[src/rtl/cxc_pkg.sv]
package cxc_pkg;

   localparam int MODE_W    = 8;
   localparam int LINK_BIT  = 7;
   localparam int ISEL_BIT  = 6;

   typedef enum logic [1:0] {
      ST_IDLE  = 2'd0,
      ST_FETCH = 2'd1,
      ST_MOVE  = 2'd2,
      ST_WBACK = 2'd3
   } cxc_state_e;

   // Outcome of a finished descriptor, consumed by the source bank
   typedef enum logic [1:0] {
      END_LINK    = 2'd0,
      END_CONSUME = 2'd1,
      END_PASS    = 2'd2,
      END_EXHAUST = 2'd3
   } cxc_end_e;

endpackage

[src/rtl/cxc_desc_store.sv]
module cxc_desc_store #(
   parameter int NSLOT = 16,
   parameter int AW    = 16,
   parameter int CW    = 16,
   localparam int SLW  = $clog2(NSLOT),
   localparam int MW   = cxc_pkg::MODE_W
) (
   input  logic           clk,
   input  logic           rst_n,
   input  logic           cfg_we,
   input  logic [SLW-1:0] cfg_slot,
   input  logic [MW-1:0]  cfg_mode,
   input  logic [AW-1:0]  cfg_sptr,
   input  logic [AW-1:0]  cfg_dptr,
   input  logic [CW-1:0]  cfg_count,
   input  logic           wb_we,
   input  logic [SLW-1:0] wb_slot,
   input  logic [AW-1:0]  wb_sptr,
   input  logic [AW-1:0]  wb_dptr,
   input  logic [CW-1:0]  wb_count,
   input  logic [SLW-1:0] a_slot,
   output logic [MW-1:0]  a_mode,
   output logic [AW-1:0]  a_sptr,
   output logic [AW-1:0]  a_dptr,
   output logic [CW-1:0]  a_count,
   input  logic [SLW-1:0] b_slot,
   output logic [MW-1:0]  b_mode,
   output logic [AW-1:0]  b_sptr,
   output logic [AW-1:0]  b_dptr,
   output logic [CW-1:0]  b_count
);

   logic [MW-1:0] mode_q  [NSLOT];
   logic [AW-1:0] sptr_q  [NSLOT];
   logic [AW-1:0] dptr_q  [NSLOT];
   logic [CW-1:0] count_q [NSLOT];

   // Write-back from the engine wins over a configuration write to the same slot
   always_ff @(posedge clk or negedge rst_n) begin
      if (!rst_n) begin
         for (int s = 0; s < NSLOT; s++) begin
            mode_q[s]  <= '0;
            sptr_q[s]  <= '0;
            dptr_q[s]  <= '0;
            count_q[s] <= '0;
         end
      end else begin
         for (int s = 0; s < NSLOT; s++) begin
            if (wb_we && (wb_slot == SLW'(s))) begin
               sptr_q[s]  <= wb_sptr;
               dptr_q[s]  <= wb_dptr;
               count_q[s] <= wb_count;
            end else if (cfg_we && (cfg_slot == SLW'(s))) begin
               mode_q[s]  <= cfg_mode;
               sptr_q[s]  <= cfg_sptr;
               dptr_q[s]  <= cfg_dptr;
               count_q[s] <= cfg_count;
            end
         end
      end
   end

   assign a_mode  = mode_q[a_slot];
   assign a_sptr  = sptr_q[a_slot];
   assign a_dptr  = dptr_q[a_slot];
   assign a_count = count_q[a_slot];

   assign b_mode  = mode_q[b_slot];
   assign b_sptr  = sptr_q[b_slot];
   assign b_dptr  = dptr_q[b_slot];
   assign b_count = count_q[b_slot];

endmodule

[src/rtl/cxc_src_bank.sv]
module cxc_src_bank #(
   parameter int NSRC = 4,
   localparam int SW  = $clog2(NSRC)
) (
   input  logic              clk,
   input  logic              rst_n,
   input  logic [NSRC-1:0]   src_set,
   input  logic [NSRC-1:0]   src_clr,
   input  logic [NSRC-1:0]   arm_set,
   input  logic              done,
   input  logic [SW-1:0]     done_src,
   input  cxc_pkg::cxc_end_e done_kind,
   output logic [NSRC-1:0]   flag,
   output logic [NSRC-1:0]   arm,
   output logic [NSRC-1:0]   act_req,
   output logic [NSRC-1:0]   cpu_irq
);
   import cxc_pkg::*;

   logic [NSRC-1:0] pass_q;

   for (genvar i = 0; i < NSRC; i++) begin : g_src
      logic hit, consume, exhaust, handoff, flag_nx;

      assign hit     = done && (done_src == SW'(i));
      assign consume = hit && (done_kind == END_CONSUME);
      assign exhaust = hit && (done_kind == END_EXHAUST);
      assign handoff = hit && (done_kind == END_PASS);
      // A fresh event outranks any clear in the same cycle
      assign flag_nx = (flag[i] && !src_clr[i] && !consume) || src_set[i];

      always_ff @(posedge clk or negedge rst_n) begin
         if (!rst_n) begin
            flag[i]   <= 1'b0;
            arm[i]    <= 1'b0;
            pass_q[i] <= 1'b0;
         end else begin
            flag[i]   <= flag_nx;
            arm[i]    <= (arm[i] || arm_set[i]) && !exhaust;
            pass_q[i] <= flag_nx && (pass_q[i] || handoff);
         end
      end

      assign act_req[i] = flag[i] && arm[i] && !pass_q[i];
      assign cpu_irq[i] = flag[i] && (!arm[i] || pass_q[i]);
   end

endmodule

[src/rtl/cxc_arbiter.sv]
module cxc_arbiter #(
   parameter int NSRC   = 4,
   parameter bit ARB_RR = 1'b0,
   localparam int SW    = $clog2(NSRC)
) (
   input  logic            clk,
   input  logic            rst_n,
   input  logic [NSRC-1:0] req,
   input  logic            take,
   output logic            grant_valid,
   output logic [SW-1:0]   grant_idx
);

   assign grant_valid = |req;

   if (ARB_RR) begin : g_rr
      logic [SW-1:0] ptr_q;

      always_comb begin
         grant_idx = '0;
         for (int k = NSRC - 1; k >= 0; k--) begin
            int j;
            j = int'(ptr_q) + k;
            if (j >= NSRC) j = j - NSRC;
            if (req[j]) grant_idx = SW'(j);
         end
      end

      always_ff @(posedge clk or negedge rst_n) begin
         if (!rst_n)
            ptr_q <= '0;
         else if (take)
            ptr_q <= (int'(grant_idx) == NSRC - 1) ? '0 : grant_idx + SW'(1);
      end
   end else begin : g_fixed
      logic unused_fixed;
      assign unused_fixed = clk ^ rst_n ^ take;

      always_comb begin
         grant_idx = '0;
         for (int k = NSRC - 1; k >= 0; k--)
            if (req[k]) grant_idx = SW'(k);
      end
   end

endmodule

[src/rtl/cxc_engine.sv]
module cxc_engine #(
   parameter int NSRC  = 4,
   parameter int NSLOT = 16,
   parameter int AW    = 16,
   parameter int CW    = 16,
   localparam int SW   = $clog2(NSRC),
   localparam int SLW  = $clog2(NSLOT),
   localparam int SPAN = NSLOT / NSRC
) (
   input  logic              clk,
   input  logic              rst_n,
   input  logic              grant_valid,
   input  logic [SW-1:0]     grant_idx,
   output logic              take,
   output logic [SLW-1:0]    fetch_slot,
   input  logic              f_link,
   input  logic              f_isel,
   input  logic [AW-1:0]     f_sptr,
   input  logic [AW-1:0]     f_dptr,
   input  logic [CW-1:0]     f_count,
   output logic              wb_we,
   output logic [SLW-1:0]    wb_slot,
   output logic [AW-1:0]     wb_sptr,
   output logic [AW-1:0]     wb_dptr,
   output logic [CW-1:0]     wb_count,
   output logic              mv_valid,
   output logic [AW-1:0]     mv_sptr,
   output logic [AW-1:0]     mv_dptr,
   output logic              busy,
   output logic              done,
   output logic [SW-1:0]     done_src,
   output cxc_pkg::cxc_end_e done_kind
);
   import cxc_pkg::*;

   cxc_state_e     state_q;
   logic [SW-1:0]  src_q;
   logic [SLW-1:0] slot_q;
   logic           link_q, isel_q;
   logic [AW-1:0]  sptr_q, dptr_q;
   logic [CW-1:0]  count_q;
   logic [CW-1:0]  count_nx;
   logic           last_desc;

   assign count_nx  = count_q - CW'(1);
   assign last_desc = !link_q;

   always_ff @(posedge clk or negedge rst_n) begin
      if (!rst_n) begin
         state_q <= ST_IDLE;
         src_q   <= '0;
         slot_q  <= '0;
         link_q  <= 1'b0;
         isel_q  <= 1'b0;
         sptr_q  <= '0;
         dptr_q  <= '0;
         count_q <= '0;
      end else begin
         unique case (state_q)
            ST_IDLE: if (grant_valid) begin
               src_q   <= grant_idx;
               slot_q  <= SLW'(int'(grant_idx) * SPAN);
               state_q <= ST_FETCH;
            end
            ST_FETCH: begin
               link_q  <= f_link;
               isel_q  <= f_isel;
               sptr_q  <= f_sptr;
               dptr_q  <= f_dptr;
               count_q <= f_count;
               state_q <= ST_MOVE;
            end
            ST_MOVE:  state_q <= ST_WBACK;
            ST_WBACK: begin
               if (last_desc) begin
                  state_q <= ST_IDLE;
               end else begin
                  slot_q  <= slot_q + SLW'(1);
                  state_q <= ST_FETCH;
               end
            end
            default:  state_q <= ST_IDLE;
         endcase
      end
   end

   assign take       = (state_q == ST_IDLE) && grant_valid;
   assign busy       = (state_q != ST_IDLE);
   assign fetch_slot = slot_q;

   assign mv_valid = (state_q == ST_MOVE);
   assign mv_sptr  = sptr_q;
   assign mv_dptr  = dptr_q;

   assign wb_we    = (state_q == ST_WBACK);
   assign wb_slot  = slot_q;
   assign wb_sptr  = sptr_q + AW'(1);
   assign wb_dptr  = dptr_q + AW'(1);
   assign wb_count = count_nx;

   assign done     = (state_q == ST_WBACK) && last_desc;
   assign done_src = src_q;

   always_comb begin
      if (link_q)                done_kind = END_LINK;
      else if (count_nx == '0)   done_kind = END_EXHAUST;
      else if (isel_q)           done_kind = END_PASS;
      else                       done_kind = END_CONSUME;
   end

endmodule

[src/rtl/chain_xfer_ctrl.sv]
module chain_xfer_ctrl #(
   parameter int NSRC   = 4,
   parameter int NSLOT  = 16,
   parameter int AW     = 16,
   parameter int CW     = 16,
   parameter bit ARB_RR = 1'b0,
   localparam int SLW   = $clog2(NSLOT),
   localparam int MW    = cxc_pkg::MODE_W
) (
   input  logic            clk,
   input  logic            rst_n,
   input  logic [NSRC-1:0] src_set,
   input  logic [NSRC-1:0] src_clr,
   input  logic [NSRC-1:0] arm_set,
   input  logic            cfg_we,
   input  logic [SLW-1:0]  cfg_slot,
   input  logic [MW-1:0]   cfg_mode,
   input  logic [AW-1:0]   cfg_sptr,
   input  logic [AW-1:0]   cfg_dptr,
   input  logic [CW-1:0]   cfg_count,
   input  logic [SLW-1:0]  peek_slot,
   output logic [MW-1:0]   peek_mode,
   output logic [AW-1:0]   peek_sptr,
   output logic [AW-1:0]   peek_dptr,
   output logic [CW-1:0]   peek_count,
   output logic            mv_valid,
   output logic [AW-1:0]   mv_sptr,
   output logic [AW-1:0]   mv_dptr,
   output logic            busy,
   output logic [NSRC-1:0] src_flag,
   output logic [NSRC-1:0] src_arm,
   output logic [NSRC-1:0] cpu_irq
);
   import cxc_pkg::*;

   localparam int SW = $clog2(NSRC);

   if (NSRC < 2) begin : g_bad_nsrc
      $error("chain_xfer_ctrl: NSRC must be at least 2");
   end
   if ((NSLOT < 2) || ((NSLOT & (NSLOT - 1)) != 0)) begin : g_bad_nslot
      $error("chain_xfer_ctrl: NSLOT must be a power of two");
   end
   if ((NSLOT % NSRC) != 0) begin : g_bad_span
      $error("chain_xfer_ctrl: NSLOT must be a multiple of NSRC");
   end
   if ((CW < 2) || (AW < 2)) begin : g_bad_width
      $error("chain_xfer_ctrl: AW and CW must be at least 2");
   end

   logic [NSRC-1:0] act_req;
   logic            grant_valid, take;
   logic [SW-1:0]   grant_idx;
   logic [SLW-1:0]  fetch_slot, wb_slot;
   logic [MW-1:0]   f_mode;
   logic [AW-1:0]   f_sptr, f_dptr, wb_sptr, wb_dptr;
   logic [CW-1:0]   f_count, wb_count;
   logic            wb_we, done;
   logic [SW-1:0]   done_src;
   cxc_end_e        done_kind;
   logic            unused_resv;

   assign unused_resv = ^f_mode[ISEL_BIT-1:0];

   cxc_desc_store #(.NSLOT(NSLOT), .AW(AW), .CW(CW)) u_store (
      .clk(clk), .rst_n(rst_n),
      .cfg_we(cfg_we), .cfg_slot(cfg_slot), .cfg_mode(cfg_mode),
      .cfg_sptr(cfg_sptr), .cfg_dptr(cfg_dptr), .cfg_count(cfg_count),
      .wb_we(wb_we), .wb_slot(wb_slot), .wb_sptr(wb_sptr),
      .wb_dptr(wb_dptr), .wb_count(wb_count),
      .a_slot(fetch_slot), .a_mode(f_mode), .a_sptr(f_sptr),
      .a_dptr(f_dptr), .a_count(f_count),
      .b_slot(peek_slot), .b_mode(peek_mode), .b_sptr(peek_sptr),
      .b_dptr(peek_dptr), .b_count(peek_count)
   );

   cxc_src_bank #(.NSRC(NSRC)) u_bank (
      .clk(clk), .rst_n(rst_n),
      .src_set(src_set), .src_clr(src_clr), .arm_set(arm_set),
      .done(done), .done_src(done_src), .done_kind(done_kind),
      .flag(src_flag), .arm(src_arm), .act_req(act_req), .cpu_irq(cpu_irq)
   );

   cxc_arbiter #(.NSRC(NSRC), .ARB_RR(ARB_RR)) u_arb (
      .clk(clk), .rst_n(rst_n), .req(act_req), .take(take),
      .grant_valid(grant_valid), .grant_idx(grant_idx)
   );

   cxc_engine #(.NSRC(NSRC), .NSLOT(NSLOT), .AW(AW), .CW(CW)) u_eng (
      .clk(clk), .rst_n(rst_n),
      .grant_valid(grant_valid), .grant_idx(grant_idx), .take(take),
      .fetch_slot(fetch_slot),
      .f_link(f_mode[LINK_BIT]), .f_isel(f_mode[ISEL_BIT]),
      .f_sptr(f_sptr), .f_dptr(f_dptr), .f_count(f_count),
      .wb_we(wb_we), .wb_slot(wb_slot), .wb_sptr(wb_sptr),
      .wb_dptr(wb_dptr), .wb_count(wb_count),
      .mv_valid(mv_valid), .mv_sptr(mv_sptr), .mv_dptr(mv_dptr),
      .busy(busy), .done(done), .done_src(done_src), .done_kind(done_kind)
   );

endmodule

[config.mk]
export PLATFORM = sky130hd
export DESIGN_NAME = chain_xfer_ctrl
export DESIGN_NICKNAME = d
export VERILOG_FILES = /design/src/rtl/cxc_pkg.sv /design/src/rtl/cxc_desc_store.sv /design/src/rtl/cxc_src_bank.sv /design/src/rtl/cxc_arbiter.sv /design/src/rtl/cxc_engine.sv /design/src/rtl/chain_xfer_ctrl.sv
export SDC_FILE = /design/constraint.sdc
export NUM_CORES = 2
export LEC_CHECK = 0
export BUFFER_PORTS_ARGS = -buffer_cell sky130_fd_sc_hd__buf_2
export CORE_MARGIN = 4
export CORE_UTILIZATION = 57
export DETAILED_ROUTE_END_ITERATION = 8
export PLACE_DENSITY = 0.79
export SLEW_MARGIN = 20
export SYNTH_ARGS = -nofsm -noshare
export SYNTH_HDL_FRONTEND = slang
export SYNTH_SLANG_ARGS = --single-unit
[constraint.sdc]
create_clock -name clk -period 2.6 [get_ports clk]
set_clock_uncertainty 0.1 [all_clocks]
set_input_delay 0.13 -clock clk [delete_from_list [all_inputs] [get_ports clk]]
set_output_delay 0.13 -clock clk [all_outputs]
set_load 0.02 [all_outputs]
# Word level (Yosys, flattened, before mapping)
# Cells that the tools add are included.
# word_totals
register_bits	966
inputBits	79
out_inout_bits	102
elab_cells	438
# classes
addsub	4
n_lt_le_gt_ge	2
eq_ne	41
mux	133
bitwise_logic	18
n_reduce_logical	156
# ops
operator	count
16-bit two-way mux	108
16-bit binary-select mux with 4-bit select	6
1-bit logical AND	77
8-bit binary-select mux with 4-bit select	2
4-bit == test, second input constant	16
2-bit nonzero test	18
2-bit AND reduction	17
16-bit by 1-bit adder with 16-bit output, second input constant	2
4-bit by 3-bit == test with 1-bit output, second input constant	8
8-bit two-way mux	4
1-bit zero test	21
4-bit by 2-bit == test with 1-bit output, second input constant	4
16-bit zero test	1
1-bit logical OR	16
2-bit two-way mux	8
1-bit inverter	16
16-bit by 1-bit subtractor with 16-bit output, second input constant	1
2-bit == test, second input constant	6
5-bit greater-or-equal comparator, second input constant	2
4-bit inverter with 5-bit output	2
4-bit by 1-bit == test with 1-bit output, second input constant	2
4-bit zero test	2
4-bit two-way mux	2
2-bit case mux with 4 select lines	1
other kinds (9)	12

# Longest topological paths before layout
# depth
word_depth	10
mapped_depth	11
mapped_depth_nobuf	8

# Modules after synthesis
# A second synthesis with hierarchy kept.
# hier_totals
cells_unflattened	6286
hier_area_um2	60563.1
# modules_own_cells
mod	n_inst	cells_each	area_each_um2	seq_area_each_um2
cxc_desc_store	1	5901	56584.3	22421.5
cxc_engine	1	315	3300.7	1451.4
cxc_src_bank	1	63	643.1	300.3
cxc_arbiter	1	7	35.0	0.0

# Worst setup path before layout
# OpenSTA, ideal clock, no wires.
# synth_path
kind	register -> register
from	register u_eng.slot_q[0] (netlist: u_eng.fetch_slot[0])
to	register u_store.mode_q[104] (netlist name)
setup_ns	0.125
arrival_ns	2.497
t_required_ns	2.375
setup_slack_ns	-0.122
stages_incl_launch_ff	11
path_buffers	5
synth_period_minus_slack_ns	2.722
path_cell_list	dfrtp_1 -> clkbuf_1 -> buf_4 -> buf_1 -> inv_1 -> ha_1 -> and2_1 -> clkbuf_1 -> or2_2 -> buf_2 -> mux2_2
# synth_via
elab_chain_cells	4
# synth_lines
item	line	rtl
start, declared	cxc_engine.sv:38	logic [SLW-1:0] slot_q;
start signal, assigned	cxc_engine.sv:62	slot_q <= SLW'(int'(grant_idx) * SPAN);
start signal, assigned	cxc_engine.sv:78	slot_q <= slot_q + SLW'(1);
4-bit by 2-bit == test with 1-bit output	cxc_desc_store.sv:49	if (wb_we && (wb_slot == SLW'(s))) begin
1-bit logical AND	cxc_desc_store.sv:49	
1-bit inverter (no source line)	-	
2-bit AND reduction (no source line)	-	
end signal, assigned by index	cxc_desc_store.sv:54	mode_q[s] <= cfg_mode;
end, declared	cxc_desc_store.sv:33	logic [MW-1:0] mode_q [NSLOT];
# No other way between the ends.
# A chain may end at the register's enable or synchronous reset.

# Worst setup path in the final report
# layout_path
from	register u_eng.count_q[1]
to	register u_bank.pass_q[1]
# layout_via
elab_chain_cells	10
word_cells_on_any_way	13
cone_classes	add/sub: 1; eq/ne: 2; mux: 2; reduce/logical: 8
# layout_lines
item	line	rtl
start, declared	cxc_engine.sv:41	logic [CW-1:0] count_q;
start signal, assigned	cxc_engine.sv:70	count_q <= f_count;
16-bit by 1-bit subtractor with 16-bit output *	cxc_engine.sv:45	assign count_nx = count_q - CW'(1);
16-bit zero test *	cxc_engine.sv:106	else if (count_nx == '0) done_kind = END_EXHAUST;
2-bit two-way mux *	cxc_engine.sv:106	
2-bit two-way mux *	cxc_engine.sv:105	if (link_q) done_kind = END_LINK;
2-bit by 1-bit == test with 1-bit output	cxc_src_bank.sv:26	assign consume = hit && (done_kind == END_CONSUME);
1-bit logical AND	cxc_src_bank.sv:26	
1-bit zero test	cxc_src_bank.sv:30	assign flag_nx = (flag[i] && !src_clr[i] && !consume) || src_set[i];
1-bit logical AND	cxc_src_bank.sv:30	
1-bit logical OR	cxc_src_bank.sv:30	
1-bit logical AND *	cxc_src_bank.sv:40	pass_q[i] <= flag_nx && (pass_q[i] || handoff);
end signal, assigned by index	cxc_src_bank.sv:40	
end, declared	cxc_src_bank.sv:20	logic [NSRC-1:0] pass_q;
# Every way passes the cells marked *; elsewhere a longest branch is shown, timed or not.

==> impl_results.md <==
* Status: complete, but fails checks
* Failing checks: negative setup slack
* DRC Markers at 0
* Clock tree from TritonCTS: yes
* IO Port Bufs at 180
* Critical path class: reg -> reg
* CTS root buffer: clkbuf_16
* Final setup violation count at 3
* Die X at 323 um
* Sequential area share after synthesis at 0.427
* Layout cells sized above 1 at 0.314
* Final WL at 186,000 um
* Maximum VDD drop at 0.758 mV
* Cell Count, Final, Fillers Out at 6,274
* Global-route usage over all layers at 0.356
* Boundary pin count at 181
* CP max stage cell: dfrtp_1
* # Max-Cap Violations at 0
* Final worst path period need at 2.65 ns
* Sequential fraction of design power at 0.363
* Total CTS buffers at 102
* Yosys top cell by area: dfrtp_1
* Global-route wire length before repair at 280,000 um
* Hold Violations, Final at 0
* Clk_lat worst skew at 0.71 ns
* Antenna violations before repair at 6
* FMAX at 0.378 GHz
* Die ar. at 105,000 um2
* Avg Vias per Cell at 7.06
* Hpwl dp at 109,000 um
* Worst path depth at 10
* Xor and xnor area share after synthesis at 0.00583
* Pin count of the biggest net entering global routing at 138
* Syn Area/Cell at 11.9 um2
* Clock Sinks at 966
* Worst-path maximum fanout at 5
* Post-synthesis compound-gate area fraction at 0.0758
* P per Cell Area at 1110 nW/um2
* Global route overflow at 0
* Fillers at 6,730
* Final period utilization at 1.02
* R2R cell count at 10
* P_int at 45.6 mW
* Vias in the first global route at 45,077
* Fraction of the mapped netlist area in adder cells at 0.00265
* Clk pwr share at 0.215
* CP arrival at 3.10 ns
* Yosys warns at 0
* Crit path required time at 3.05 ns
* Multi-input gate area at 30,800 um2
* Placed cell areas at 60,500 um2
* Post-synthesis simple-gate area fraction at 0.0695
* Yosys top cell area share at 0.427
* Starting Density at 0.575
* Pre-Repair DR Iteration Count at 6
* RSZ-0062 raised after global routing: yes
* 1st-iter DRT viols at 6,093
* Critical Path End Type: flop
* Most used DFF post-synth: dfrtp_1
* Final Wtd Congestion at 0.880
* CP Buf/Inv Count at 3
* Max Root-Sink Buffers at 3
* Post-synthesis mux area share at 0.383
* Max incr delay on CP at 0.40 ns
* WL/cell at 29.6 um
* Cell Rows at 115
* Total power at 72.0 mW
* Main combinational cell family by area after synthesis: multiplexers
* Worst hold path type: in -> async
* Core area at 98,600 um2
* Synth top area cells: dfrtp_1 (43%), mux4_2 (21%), mux2i_1 (11%), mux2_2 (6.7%), a21oi_1 (4.4%)
* Net Switching at 26.4 mW
* Final ANT Viol Nets at 0
* Final net count at 4,988
* Lkg Pwr at 26.3 nW
* Clk slew on worst S/H paths at 0.07 ns
* Post-synth net total at 4,862
* Max Slew Vio Count at 0
* Top Family by Delay on Critical Path: simple AND/OR/NAND/NOR gates
* Netlist Area Pre-Place at 56,700 um2
* Number of synthesized flops with an enable pin at 0
* #FFs+latches synth at 966
* Max_slew headroom at 0.354
* Hold Slack at 0.0510 ns
* Finished Cell Area at 65,000 um2
* Synth async-reset ratio at 1.00
* Vias at 44,325
* Cell variety after synth at 59
* Measured slew at the worst slew-check pin at 0.963 ns
* Placed Cells at 6,001
* Sw Ratio at 0.367
* H-tree Lvls at 3
* Register area at 24,200 um2
* Worst Setup Start Kind: flop
* Area Growth Syn to Fin at 14.7%
* Most common cell on crit path: nand4b_1
* Cells after synthesis at 4,771
* Critical Path, Cell by Cell: inv_2 > buf_4 > ha_1 > nor4b_2 > nand4b_1 > a2111oi_2 > nand4b_1 > buf_6 > o211ai_1 > a221oi_2
* Die height at 323 um
* Comb pwr share at 0.422
* Worst Slack Setup Final at -0.0485 ns
## stage by stage
step	setup TNS, ns	util	setup WS (ns)
finish	-0.0673	0.659	-0.0485
global route	-0.957	0.659	-0.188
CTS	-0.0106	0.658	-0.0106
detailed placement	-0.0492	0.614	-0.0222
global placement	-0.265	0.614	-0.0597
floorplan	0	-	0.0194
## per-layer routing
metal	global-route usage	up-vias	wire length, um
met4	0.206	2	11900
met3	0.0928	828	22400
li1	-	17877	-
met5	0	-	14
met1	0.461	22355	65500
met2	0.548	3263	86100
## final cells by class
type                            instances  share of cell area
Multi-Input combinational cell       3290               0.473
Sequential cell                       966               0.372
Timing Repair Buffer                  519              0.0737
Clock buffer                          148              0.0464
Tap cell                             1287              0.0248
Clock inverter                         41             0.00826
Inverter                               18             0.00104
Antenna cell                            5            0.000193
## kinds of logic after synthesis
| kind of cell | after synthesis |
|---|---|
| adder cells (fa/ha/maj) | 12 |
| AO/OA/AOI/OAI | 831 |
| multiplexers | 1465 |
| XOR/XNOR | 36 |
| flip-flops | 966 |
| AND/OR/NAND/NOR | 946 |
| buffers and inverters | 515 |
## worst min-delay path, stage by stage
cell           delay [ns]
dlygate4sd3_1        0.59
buf_8                0.24
buf_4                0.21
## power groups by stage
stage	Sequential (mW)	Clock [mW]	Combinational [mW]
2_1_floorplan	24.3	0	21.1
3_3_place_gp	25.4	0	28.5
3_5_place_dp	25.8	0	29.5
4_1_cts	25.7	15.5	30.0
5_1_grt	26.6	16.2	32.4
6_report	26.1	15.5	30.4
## Yosys cell counts, types with 7 or more instances
cell        n
dfrtp_1   966
mux2i_1   597
mux4_2    530
a21oi_1   503
nor2_1    503
clkbuf_1  348
mux2_2    338
nand2_1   321
o21ai_0   291
buf_2      83
buf_1      63
nand3_1    20
xnor2_1    20
inv_1      18
and2_1     14
xor2_1     14
a211oi_1   12
ha_1       12
nor2b_1    12
and3_1      9
nor3b_1     7
## sequential cells by signal (all words and copies together), names as in the netlist
signal / cells
u_eng.state_q: 2
u_eng.isel_q: 1
u_eng.mv_dptr: 16
u_store.count_q: 256
u_bank.arm: 4
u_eng.link_q: 1
u_store.sptr_q: 256
u_eng.fetch_slot: 4
u_store.dptr_q: 256
u_eng.count_q: 16
u_bank.pass_q: 4
u_bank.flag: 4
u_eng.mv_sptr: 16
u_eng.done_src: 2
u_store.mode_q: 128
## path summary, 6_finish.rpt
check,end,start,slack [ns]
min in group clk,u_store.mode_q[101],cfg_slot[2],0.14
setup reg to reg,u_bank.pass_q[1],u_eng.count_q[1],-0.05
hold reg to reg,u_store.mode_q[113],u_store.mode_q[113],0.40
max in group asynchronous,u_store.mode_q[97],rst_n,1.38
setup / recovery,u_bank.pass_q[1],u_eng.count_q[1],-0.05
hold / removal,u_store.sptr_q[217],rst_n,0.05
## placed cells by master, fill, tap and decap left out, types with 5 or more instances in the layout
cell and instances:
mux2_2 338, nand4_1 5, dlygate4sd3_1 70, xnor2_1 20
nor2b_1 12, nor2_1 492, nand3_1 20, a21boi_0 6
buf_4 180, and2_1 10, dfrtp_1 962, o21ai_0 291
clkbuf_1 17, nor3b_1 6, inv_1 16, bufinv_16 8
mux4_2 530, clkbuf_8 29, nand3b_1 6, xor2_1 14
mux2i_1 597, nor2_4 10, buf_6 9, nand2_4 16
diode_2 5, nor3_1 5, ha_1 10, nand2_1 305
a211oi_1 12, clkinv_2 21, a21oi_1 502, clkbuf_16 102
and3_1 9, buf_2 170, buf_12 86
## repair_timing
action | CTS | global route
endpoints found under the setup margin | 10 | 34
hold buffers | 70 | 0
endpoints found under the hold margin | 1869 | 0
gates resized for setup | 13 | 21
setup buffers | 5 | 4
pin swaps | 4 | 12
No activity file was read; power rests on OpenSTA's default activity.
